**src/rtl/bitu_pkg.sv**
```systemverilog
package bitu_pkg;

    localparam int unsigned DATA_W = 32;
    localparam int unsigned OP_W   = 4;

    typedef enum logic [OP_W-1:0] {
        OP_SHL = 4'd0,
        OP_SHR = 4'd1,
        OP_SAR = 4'd2,
        OP_ROL = 4'd3,
        OP_ROR = 4'd4,
        OP_ENC = 4'd5,
        OP_DEC = 4'd6,
        OP_MSK = 4'd7,
        OP_REV = 4'd8,
        OP_ZXT = 4'd9,
        OP_SXT = 4'd10,
        OP_CNT = 4'd11
    } op_e;

    typedef enum logic [1:0] {
        GRP_NONE  = 2'd0,
        GRP_SHIFT = 2'd1,
        GRP_FIELD = 2'd2,
        GRP_SCAN  = 2'd3
    } grp_e;

    // Which sub-unit serves an opcode.
    function automatic grp_e op_group(input logic [OP_W-1:0] op);
        case (op)
            OP_SHL, OP_SHR, OP_SAR, OP_ROL, OP_ROR: return GRP_SHIFT;
            OP_DEC, OP_MSK, OP_REV, OP_ZXT, OP_SXT: return GRP_FIELD;
            OP_ENC, OP_CNT:                         return GRP_SCAN;
            default:                                return GRP_NONE;
        endcase
    endfunction

    // Decode and mask take their index from x, the rest from y.
    function automatic logic idx_from_x(input logic [OP_W-1:0] op);
        return (op == OP_DEC) || (op == OP_MSK);
    endfunction

endpackage

```
**src/rtl/bitu_shift.sv**
```systemverilog
module bitu_shift
    import bitu_pkg::*;
#(
    parameter int unsigned W = DATA_W
) (
    input  logic [OP_W-1:0]       op,
    input  logic [W-1:0]          val,
    input  logic [$clog2(W)-1:0]  amt,
    output logic [W-1:0]          res
);
    localparam int unsigned DW = 2 * W;

    logic [DW-1:0] dbl_l;
    logic [DW-1:0] dbl_r;
    logic [W-1:0]  sar_v;

    always_comb begin
        dbl_l = {val, val} << amt;
        dbl_r = {val, val} >> amt;
        sar_v = W'($signed(val) >>> amt);
    end

    always_comb begin
        case (op)
            OP_SHL:  res = val << amt;
            OP_SHR:  res = val >> amt;
            OP_SAR:  res = sar_v;
            OP_ROL:  res = dbl_l[DW-1:W];
            OP_ROR:  res = dbl_r[W-1:0];
            default: res = '0;
        endcase
    end
endmodule

```
**src/rtl/bitu_field.sv**
```systemverilog
module bitu_field
    import bitu_pkg::*;
#(
    parameter int unsigned W = DATA_W
) (
    input  logic [OP_W-1:0]       op,
    input  logic [W-1:0]          val,
    input  logic [$clog2(W)-1:0]  idx,
    output logic [W-1:0]          res
);
    localparam int unsigned AW = $clog2(W);
    localparam logic [AW-1:0] TOP = AW'(W - 1);

    logic [W-1:0] mirror;
    logic [W-1:0] low_mask;
    logic [W-1:0] one_hot;
    logic [W-1:0] kept;
    logic [W-1:0] reversed;
    logic         fill_bit;

    for (genvar g = 0; g < W; g++) begin : g_mirror
        assign mirror[g] = val[W-1-g];
    end

    always_comb begin
        low_mask = {W{1'b1}} >> (TOP - idx);
        one_hot  = {{(W-1){1'b0}}, 1'b1} << idx;
        kept     = val & low_mask;
        reversed = mirror >> (TOP - idx);
        fill_bit = val[idx];
    end

    always_comb begin
        case (op)
            OP_DEC:  res = one_hot;
            OP_MSK:  res = low_mask;
            OP_REV:  res = reversed;
            OP_ZXT:  res = kept;
            OP_SXT:  res = kept | (fill_bit ? ~low_mask : '0);
            default: res = '0;
        endcase
    end
endmodule

```
**src/rtl/bitu_scan.sv**
```systemverilog
module bitu_scan
    import bitu_pkg::*;
#(
    parameter int unsigned W = DATA_W
) (
    input  logic [OP_W-1:0] op,
    input  logic [W-1:0]    val,
    output logic [W-1:0]    res
);
    localparam int unsigned AW = $clog2(W);
    localparam int unsigned CW = $clog2(W + 1);

    logic [AW-1:0] top_idx;
    logic [CW-1:0] ones;

    always_comb begin
        top_idx = '0;
        for (int i = 0; i < W; i++) begin
            if (val[i]) top_idx = AW'(i);
        end
    end

    always_comb begin
        ones = '0;
        for (int i = 0; i < W; i++) begin
            ones = ones + CW'(val[i]);
        end
    end

    always_comb begin
        case (op)
            OP_ENC:  res = W'(top_idx);
            OP_CNT:  res = W'(ones);
            default: res = '0;
        endcase
    end
endmodule

```
**src/rtl/bitu_core.sv**
```systemverilog
module bitu_core
    import bitu_pkg::*;
#(
    parameter int unsigned W = DATA_W
) (
    input  logic            clk,
    input  logic            rst,
    input  logic            start,
    input  logic [OP_W-1:0] op,
    input  logic [W-1:0]    x,
    input  logic [W-1:0]    y,
    output logic [W-1:0]    result,
    output logic            valid
);
    localparam int unsigned AW = $clog2(W);

    logic [AW-1:0] idx_sel;
    logic [W-1:0]  shift_res;
    logic [W-1:0]  field_res;
    logic [W-1:0]  scan_res;
    logic [W-1:0]  next_res;
    logic          unused_y_hi;

    assign unused_y_hi = ^y[W-1:AW];
    assign idx_sel     = idx_from_x(op) ? x[AW-1:0] : y[AW-1:0];

    bitu_shift #(.W(W)) u_shift (
        .op  (op),
        .val (x),
        .amt (y[AW-1:0]),
        .res (shift_res)
    );

    bitu_field #(.W(W)) u_field (
        .op  (op),
        .val (x),
        .idx (idx_sel),
        .res (field_res)
    );

    bitu_scan #(.W(W)) u_scan (
        .op  (op),
        .val (x),
        .res (scan_res)
    );

    always_comb begin
        case (op_group(op))
            GRP_SHIFT: next_res = shift_res;
            GRP_FIELD: next_res = field_res;
            GRP_SCAN:  next_res = scan_res;
            default:   next_res = '0;
        endcase
    end

    always_ff @(posedge clk) begin
        if (rst) begin
            result <= '0;
            valid  <= 1'b0;
        end else begin
            valid <= start;
            if (start) result <= next_res;
        end
    end
endmodule

```
**config.mk**
```make
export PLATFORM = sky130hd
export DESIGN_NAME = bitu_core
export DESIGN_NICKNAME = d
export VERILOG_FILES = /design/src/rtl/bitu_pkg.sv /design/src/rtl/bitu_shift.sv /design/src/rtl/bitu_field.sv /design/src/rtl/bitu_scan.sv /design/src/rtl/bitu_core.sv
export SDC_FILE = /design/constraint.sdc
export NUM_CORES = 1
export LEC_CHECK = 0
export BUFFER_PORTS_ARGS = -buffer_cell sky130_fd_sc_hd__buf_2
export CORE_UTILIZATION = 24
export DETAILED_ROUTE_END_ITERATION = 10
export PLACE_DENSITY = 0.48
export SLEW_MARGIN = 20
export SYNTH_ARGS = -nofsm -noshare
export SYNTH_HDL_FRONTEND = slang
export SYNTH_SLANG_ARGS = --single-unit
```
**constraint.sdc**
```tcl
create_clock -name clk -period 7.5 [get_ports clk]
set_clock_uncertainty 0.1 [all_clocks]
set_input_delay 1.125 -clock clk [delete_from_list [all_inputs] [get_ports clk]]
set_output_delay 1.125 -clock clk [all_outputs]
set_load 0.02 [all_outputs]
```
Word-level counts from Yosys, hierarchy flattened:

Memory sizes are Yosys's and may differ from the RTL's.
Index checks and enable logic that the tools add are counted.

* memories: 1
* bits in read-only memories: 32
* input port bits: 71
* output and inout bits: 33
* word-level logic and storage cells: 102
* register bits after elaboration: 33

* add/sub/neg operators: 32
* shifts and indexed selects: 8
* reductions and logical operators: 2
* multiplexer cells: 39
* bitwise logic cells: 3
* $lt $le $gt $ge: 1
* equal/unequal tests: 14

Memory list
* (name not given): depth 16, width 2, read ports 1, clocked after memory_dff 0, write ports 0, line bitu_pkg.sv:30 `case (op)`

Operators by type and width (number)
* 32-bit one-hot mux with 5 select lines: 2
* 6-bit by 1-bit adder with 6-bit output: 30
* 32-bit one-hot mux with 3 select lines: 1
* 5-bit 2-to-1 mux: 17
* 64-bit by 5-bit << shifter with 64-bit output: 1
* 32-bit by 5-bit >> shifter with 32-bit output: 2
* 64-bit by 5-bit >> shifter with 32-bit output: 1
* 32-bit bitwise AND: 1
* 32-bit 2-to-1 mux: 1
* 4-bit 2-to-1 mux: 8
* 32-bit inverter: 1
* 32-bit bitwise OR: 1
* 1-bit by 5-bit << shifter with 32-bit output (first input constant): 1
* 32-bit by 5-bit << shifter with 32-bit output: 1
* 32-bit by 5-bit >> shifter with 32-bit output (first input constant): 1
* 32-bit by 5-bit >>> shifter with 32-bit output: 1
* 4-bit by 3-bit equality test with 1-bit output (second input constant): 4
* 4-bit equality test (second input constant): 4
* 3-bit 2-to-1 mux: 4
* 6-bit one-hot mux with 2 select lines: 1
* 4-bit by 2-bit equality test with 1-bit output (second input constant): 2
* 5-bit by 6-bit < comparator with 1-bit output (second input constant): 1
* 1-bit binary-select mux with 5-bit select: 1
* 5-bit subtractor (first input constant): 1
* 8 further kinds: 11

Depth between registers and ports, before layout:

Gate-level depths: netlist of the first run.

* depth in word-level cells: 33
* mapped depth: 21
* mapped depth without buffers: 20

Hierarchy:

A second synthesis of the first run with hierarchy kept.

* cells, all modules: 1871
* area total of the unflattened synthesis: 14236.2 um^2

Modules (own cells, without submodules)
* bitu_shift: area each 7201.9 um^2, seq. area each 0.0 um^2, instances 1, cells an instance 943
* bitu_field: area each 3259.4 um^2, seq. area each 0.0 um^2, instances 1, cells an instance 459
* bitu_core: area each 2418.6 um^2, seq. area each 660.6 um^2, instances 1, cells an instance 303
* bitu_scan: area each 1356.3 um^2, seq. area each 0.0 um^2, instances 1, cells an instance 166

Least setup slack after synthesis of the first run:

OpenSTA, ideal clock, no wires.

* path type: input to register
* start: input port x[24]
* end: register result[4]
* required time: 7.265 ns
* stages on the path: 21
* arrival: 6.623 ns
* library setup time: 0.135 ns
* buffers on the path: 2
* slack: 0.641 ns
* cell sequence: clkbuf_1 > clkbuf_1 > inv_1 > fa_1 > fa_1 > inv_1 > fa_1 > inv_1 > fa_1 > fa_1 > fa_1 > fa_1 > fa_1 > inv_1 > a21o_1 > a21oi_1 > xnor2_1 > a211oi_1 > nand3_1 > a2111oi_0 > a211oi_1

* longest elaborated chain between the ends: 10
* elaborated cells on any way between the ends: 30
* those cells by class: 8 x add/sub; 6 x shift; 15 x mux; 1 x bitwise

RTL lines
* start: declaration: line bitu_core.sv:10 `input logic [W-1:0] x,`
* 6-bit by 1-bit adder with 6-bit output or 5-bit 2-to-1 mux (tied branches) (8 in a row): line bitu_scan.sv:26, bitu_scan.sv:19
* 6-bit one-hot mux with 2 select lines: line bitu_scan.sv:31 `case (op)`
* 32-bit one-hot mux with 3 select lines *: line bitu_core.sv:48 `case (op_group(op))`
* end signal: assignment: line bitu_core.sv:62 `if (start) result <= next_res;`
* end: declaration: line bitu_core.sv:12 `output logic [W-1:0] result,`

Every way passes the cells marked *; elsewhere a longest branch is shown, timed or not. The select of a mux whose other input is x is not followed.
A chain may end at the register's enable or synchronous reset.

Final worst setup path of the first run:

* start: input port x[1]
* end: register result[4]

* longest elaborated chain between the ends: 33
* elaborated cells on any way between the ends: 51
* those cells by class: 32 x add/sub; 8 x shift; 8 x mux; 3 x bitwise

RTL lines
* 1-bit by 1-bit adder with 2-bit output: line bitu_scan.sv:26 `ones = ones + CW'(val[i]);`
* 6-bit by 1-bit adder with 6-bit output (30 in a row): line bitu_scan.sv:26
* 6-bit one-hot mux with 2 select lines: line bitu_scan.sv:31
* 32-bit one-hot mux with 3 select lines *: line bitu_core.sv:48

Marked as above.

==> results of run 1 <==
[final timing paths]
path	end	startpoint	cells after the start	slack (ns)
worst max register to register	result[4]	result[4]	8	4.97
worst max-delay path	result[4]	x[1]	20	0.34
worst min register to register	result[31]	result[31]	2	0.35
worst min-delay path	result[31]	result[31]	2	0.35
[flip-flops by register name, indices dropped and copies added, names as in the netlist]
name and flops:
result 32, valid 1
[Yosys cell counts (14+ instances only)]
| cell | count | area [um^2] |
|---|---|---|
| o221ai_1 | 18 | 158 |
| nor3_1 | 44 | 220 |
| o211ai_1 | 18 | 135 |
| nand3_1 | 40 | 200 |
| dfxtp_1 | 33 | 661 |
| a211oi_1 | 24 | 180 |
| mux2i_1 | 168 | 1680 |
| nand2_1 | 206 | 773 |
| buf_4 | 17 | 128 |
| mux4_2 | 73 | 1640 |
| nor2b_1 | 18 | 113 |
| o31ai_1 | 17 | 128 |
| buf_2 | 52 | 260 |
| nor4_1 | 17 | 106 |
| buf_6 | 16 | 180 |
| a221oi_1 | 23 | 201 |
| o21ai_0 | 95 | 475 |
| fa_1 | 24 | 480 |
| clkbuf_1 | 97 | 364 |
| o22ai_1 | 36 | 225 |
| o32ai_1 | 15 | 131 |
| nor2_1 | 156 | 586 |
| a31oi_1 | 25 | 156 |
| mux2_2 | 37 | 417 |
| a21oi_1 | 119 | 596 |
| inv_1 | 57 | 214 |
| buf_1 | 14 | 52.6 |
| nand2b_1 | 24 | 150 |
[final cells by class]
| cell class | instances | area (um^2) | area share [%] |
|---|---|---|---|
| clock inverter | 1 | 5.00 | 0.0362 |
| clock buffer | 7 | 153 | 1.11 |
| sequential | 33 | 661 | 4.78 |
| multi-input combinational | 1433 | 10900 | 78.7 |
| timing repair buffer | 160 | 1050 | 7.60 |
| inverter | 60 | 225 | 1.63 |
| antenna | 1 | 2.50 | 0.0181 |
| tap | 680 | 851 | 6.16 |
[worst max-delay path, delay by kind of cell]
family | cells | cell delay, ns
adder cells (fa/ha/maj) | 9 | 3.98
buffers and inverters | 4 | 0.45
AND/OR/NAND/NOR | 1 | 0.14
XOR/XNOR | 1 | 0.19
AO/OA/AOI/OAI | 5 | 1.27
[layout by cell type, fill, tap and decap left out, types with 36 or more instances in the layout]
cell type,count
a21oi_1,119
buf_2,72
buf_4,85
inv_1,57
mux2_2,37
mux2i_1,166
mux4_2,73
nand2_1,206
nand3_1,40
nor2_1,156
nor3_1,44
o21ai_0,95
o22ai_1,36
[kinds of logic (layout without fill, tap and decap cells)]
family	after synthesis	count (layout)	share of synthesized area, %
muxes	280	280	29.8
adders and majority gates	32	32	4.57
AOI/OAI and AO/OA	537	537	29.1
xor gates and xnor gates	6	6	0.414
and+or+nand+nor	578	578	21.3
other	0	1	0
DFF	33	33	5.20
buffers and inverters	257	228	9.56
[per-layer routing]
metal	up-vias	global-route usage (%)	wire length (um)	share of wire, %
li1	6491	-	-	-
met3	218	7.38	10300	11
met4	4	14.2	4860	5.1
met2	1229	50.8	39500	41
met1	8077	48.5	40600	43
met5	-	0	30	0.031
[metrics by stage]
| step | instance area (um^2) | util, % |
|---|---|---|
| final | 13800 | 26.6 |
| after CTS | 13800 | 26.6 |
| after global placement | 13600 | 26.3 |
| after detailed placement | 13600 | 26.3 |
| after global routing | 13800 | 26.6 |
| after floorplan | 12700 | - |
[report_power, final]
part           switching (W)  total, W  internal (W)
logic                0.00112   0.00170      0.000571
clock network      0.0000796  0.000220      0.000141
registers         0.00000760  0.000195      0.000187
total                0.00121   0.00211      0.000899
==> results.tsv, run 1 <==
metric	value	unit
status	complete, no violations	
ys_seq_elements	33	
track_usage	34.6	%
path_cells	buf_2 -> ha_1 -> inv_1 -> fa_1 -> fa_1 -> fa_1 -> fa_1 -> fa_1 -> fa_1 -> fa_1 -> fa_1 -> inv_1 -> a21o_1 -> a21oi_1 -> xnor2_1 -> a211oi_1 -> nand3_1 -> a2111oi_0 -> buf_4 -> a211oi_1	
cp-end-kind	flop	
cts_tree	yes	
crit_arrival	7.17	ns
postCtsSetupBuffers	0	
powerDensity	153	mW/mm^2
antenna_found_initial	3	
fin_crit	7.16	ns
vias_per_cell	6.74	
drive_above_1_share	18.7	%
crit_top_cell	fa_1	
area_delta_synth_final	8.70	%
worst_setup_path_start_kind	primary input	
setup_viol	0	
wl_per_cell	40.1	um
drtIter0Drc	2386	
dp.final_hpwl	70800	um
crit_fanout	2	
holdWs	0.347	ns
cts_hold_buf	0	
place_ws	0.169	ns
crit_type	in -> reg	
final_cells	2375	
coreArea	0.0518	mm^2
nFillCells	5777	
synth_edf_count	0	
syn_avg_cell_area	7.37	um^2
finalMaxSlewViolations	0	
start_util	24.5	%
portBuffers	76	
drc	0	
tightestPinTransition	1.38	ns
gp_congestion	1.05	
yosys_warnings	0	
netlist_instances	1723	
clk_latency	0.28	ns
grt_max_degree	100	
async_flop_share	0	%
fin_nets	1796	
vias	16000	
p_leak	5.26	nW
postRouteAntennaNets	0	
die_area	0.0539	mm^2
ys.flop_type	dfxtp_1	
maxCapViolCount	0	
hold_path.class	reg -> reg	
cts_root_buf	clkbuf_16	
tns	0	ns
total_power	0.00211	W
critPathRequiredTime	7.51	ns
synth_cell_types	95	
clk_pin_slew	0.05	ns
rows	83	
grt_pass1_wl	130000	um
rsz0062_at_grt	no	
cts_resized	0	
htree_num_levels	2	
cpMaxStageDelayCell	a2111oi_0	
die_y	232	um
die_x	232	um
cts.sinks	33	
routed_wl	95300	um
syn_area	0.0127	mm^2
ios	104	
cts_buffer_depth	2	
dp.cells	2366	
fmax	140	MHz
slew_headroom	8.17	%
cpPeakStageDelay	0.77	ns
syn-num-nets	1826	
timing.final.ws_setup	0.342	ns
overflow	0	
hold_viol	0	
irDropWorstVdd	0.214	mV
min_period_over_period	95.4	%
synth_seq_area_share	5.20	%
drtPass1Iterations	6	
cts_buffers	5	
first_global_vias	14900	
No activity file was read; power rests on OpenSTA's default activity.
==> run 2: changes to the inputs <==
--- a/config.mk
+++ b/config.mk
@@ -8,6 +8,7 @@
 export BUFFER_PORTS_ARGS = -buffer_cell sky130_fd_sc_hd__buf_2
 export CORE_UTILIZATION = 24
 export DETAILED_ROUTE_END_ITERATION = 10
+export GPL_TIMING_DRIVEN = 0
 export PLACE_DENSITY = 0.48
 export SLEW_MARGIN = 20
 export SYNTH_ARGS = -nofsm -noshare
==> run 2 against run 1 <==
  * Non-clock buffer count grew 100
  * Critical path depth is 1 higher
  * Global-route usage increased by 6.5 points
  * Worst hold slack better by 0.0099 ns
  * Design area grew 2.8%
  * Worst setup slack worse by 0.23 ns
  * Fmax decreased by 3.1%
  * Routed wire length rose by 18%
  * Flip-flop and latch count stayed put
  * Sequential share of layout area decreased by 0.13 points
  * Clock-buffer cell count unchanged
==> results.tsv, run 2 (synthesized netlist as in run 1, its figures left out) <==
metric	value	unit
status	complete, no violations	
cts_tree	yes	
final_cell_mix	206 x nand2_1, 166 x mux2i_1, 154 x nor2_1	
path_cells	buf_2 -> clkbuf_8 -> inv_1 -> fa_1 -> fa_1 -> inv_1 -> fa_1 -> inv_1 -> fa_1 -> fa_1 -> fa_1 -> fa_1 -> fa_1 -> inv_1 -> a21o_1 -> a21oi_1 -> xnor2_1 -> a211oi_2 -> nand3_1 -> a2111oi_4 -> a211oi_1	
die_x	232	um
critPathBufInv	6	
reg_top3	result x32, valid x1	
clk_latency	0.28	ns
critPathRequiredTime	7.49	ns
fin_crit	7.39	ns
timing.final.ws_setup	0.111	ns
routed_wl	113000	um
top_register	result	
postRouteAntennaNets	0	
crit_fanout	10	
drtIter0Drc	2652	
postPlaceCellArea	0.0140	mm^2
drtPass1Iterations	7	
ios	104	
clk_pin_slew	0.05	ns
crit_family	adder cells	
layout_commonest_cell	nand2_1	
die_y	232	um
coreArea	0.0518	mm^2
place_ws	-1.59	ns
cpMaxStageDelayCell	fa_1	
powerDensity	160	mW/mm^2
vias	17400	
cts_buffer_depth	2	
cts.sinks	33	
area_delta_synth_final	11.7	%
overflow	0	
finalMaxSlewViolations	0	
hold_path.class	reg -> reg	
cpPeakStageDelay	0.56	ns
p_leak	5.39	nW
start_util	24.5	%
htree_num_levels	2	
slew_headroom	9.99	%
cts_root_buf	clkbuf_16	
fmax	135	MHz
worst_setup_path_start_kind	primary input	
track_usage	41.1	%
cp-end-kind	flop	
grt_max_degree	18	
first_global_vias	16400	
fin_nets	1896	
irDropWorstVdd	0.173	mV
largest_reg_flops	32	
tns	0	ns
tightestPinTransition	1.35	ns
rows	83	
setup_viol	0	
crit_arrival	7.38	ns
dp.cells	2472	
wl_per_cell	45.6	um
drc	0	
final_cells	2474	
crit_top_cell	fa_1	
crit_type	in -> reg	
min_period_over_period	98.5	%
fin_area	0.0142	mm^2
postCtsSetupBuffers	0	
die_area	0.0539	mm^2
hold_viol	0	
vias_per_cell	7.04	
cts_buffers	5	
diodes	0	
grt_pass1_wl	151000	um
antenna_found_initial	9	
dp.final_hpwl	89700	um
maxCapViolCount	0	
gp_congestion	1.14	
drive_above_1_share	18.4	%
rsz0062_at_grt	no	
portBuffers	65	
## run 2: cell types whose count changed in the layout (fill, tap and decap cells not counted), moves of 3 or more
cell,previous run,this run
buf_1,0,13
buf_2,72,121
buf_4,85,20
buf_6,1,16
clkbuf_1,0,83
clkbuf_2,0,6
nor4b_2,3,0
nor4b_4,0,4
## run 2: worst paths after layout
path,startpoint,endpoint,slack (ns),cells past startpoint
max,x[24],result[4],0.11,21
min,result[31],result[31],0.36,2
max reg2reg,result[7],result[7],4.79,6
min reg2reg,result[31],result[31],0.36,2
## run 2: repair_timing
action | 4_1_cts | 5_1_grt
resized for setup | 15 | 7
setup endpoints to repair | 6 | 4
pin swaps | 0 | 2
hold buffers | 0 | 0
## run 2: power breakdown
group | switching, W | internal (W) | leakage (nW)
clock network | 0.0000766 | 0.000140 | 0.0799
registers | 0.00000727 | 0.000187 | 0.270
logic | 0.00127 | 0.000592 | 5.04
## run 2: cell type report
cell class                 instances  area [um^2]
buffer                           191          987
clock buffer                       7          153
clock inverter                     1         5.00
fill                            5775        37600
inverter                          60          225
multi-input combinational       1433        11000
sequential                        33          661
tap                              680          851
timing repair buffer              69          353
## run 2: per-layer routing
layer / wire (um) / GRT usage, % / up-vias / part of all wire, %
met5: 73 / 0 / - / 0.065
met4: 11200 / 32.0 / 10 / 9.9
met3: 14100 / 12.3 / 458 / 12
met2: 44700 / 58.6 / 1592 / 40
met1: 42700 / 51.3 / 8662 / 38
li1: - / - / 6690 / -
## run 2: metrics by stage
stage / power, W / util [%] / hold WS (ns)
floorplan: 0.00120 / - / 0.439
global placement: 0.00194 / 26.8 / 0.337
detailed placement: 0.00194 / 26.9 / 0.351
CTS: 0.00217 / 27.3 / 0.363
global route: 0.00234 / 27.4 / 0.402
finish: 0.00227 / 27.4 / 0.357
## run 2: worst register-to-register path: stages, from the launching register on
cell      delay [ns]
dfxtp_1         0.31
nor2b_1         0.26
a21oi_1         0.36
o221ai_1        0.25
nor3_1          0.63
nand4_1         0.29
o31a_1          0.39
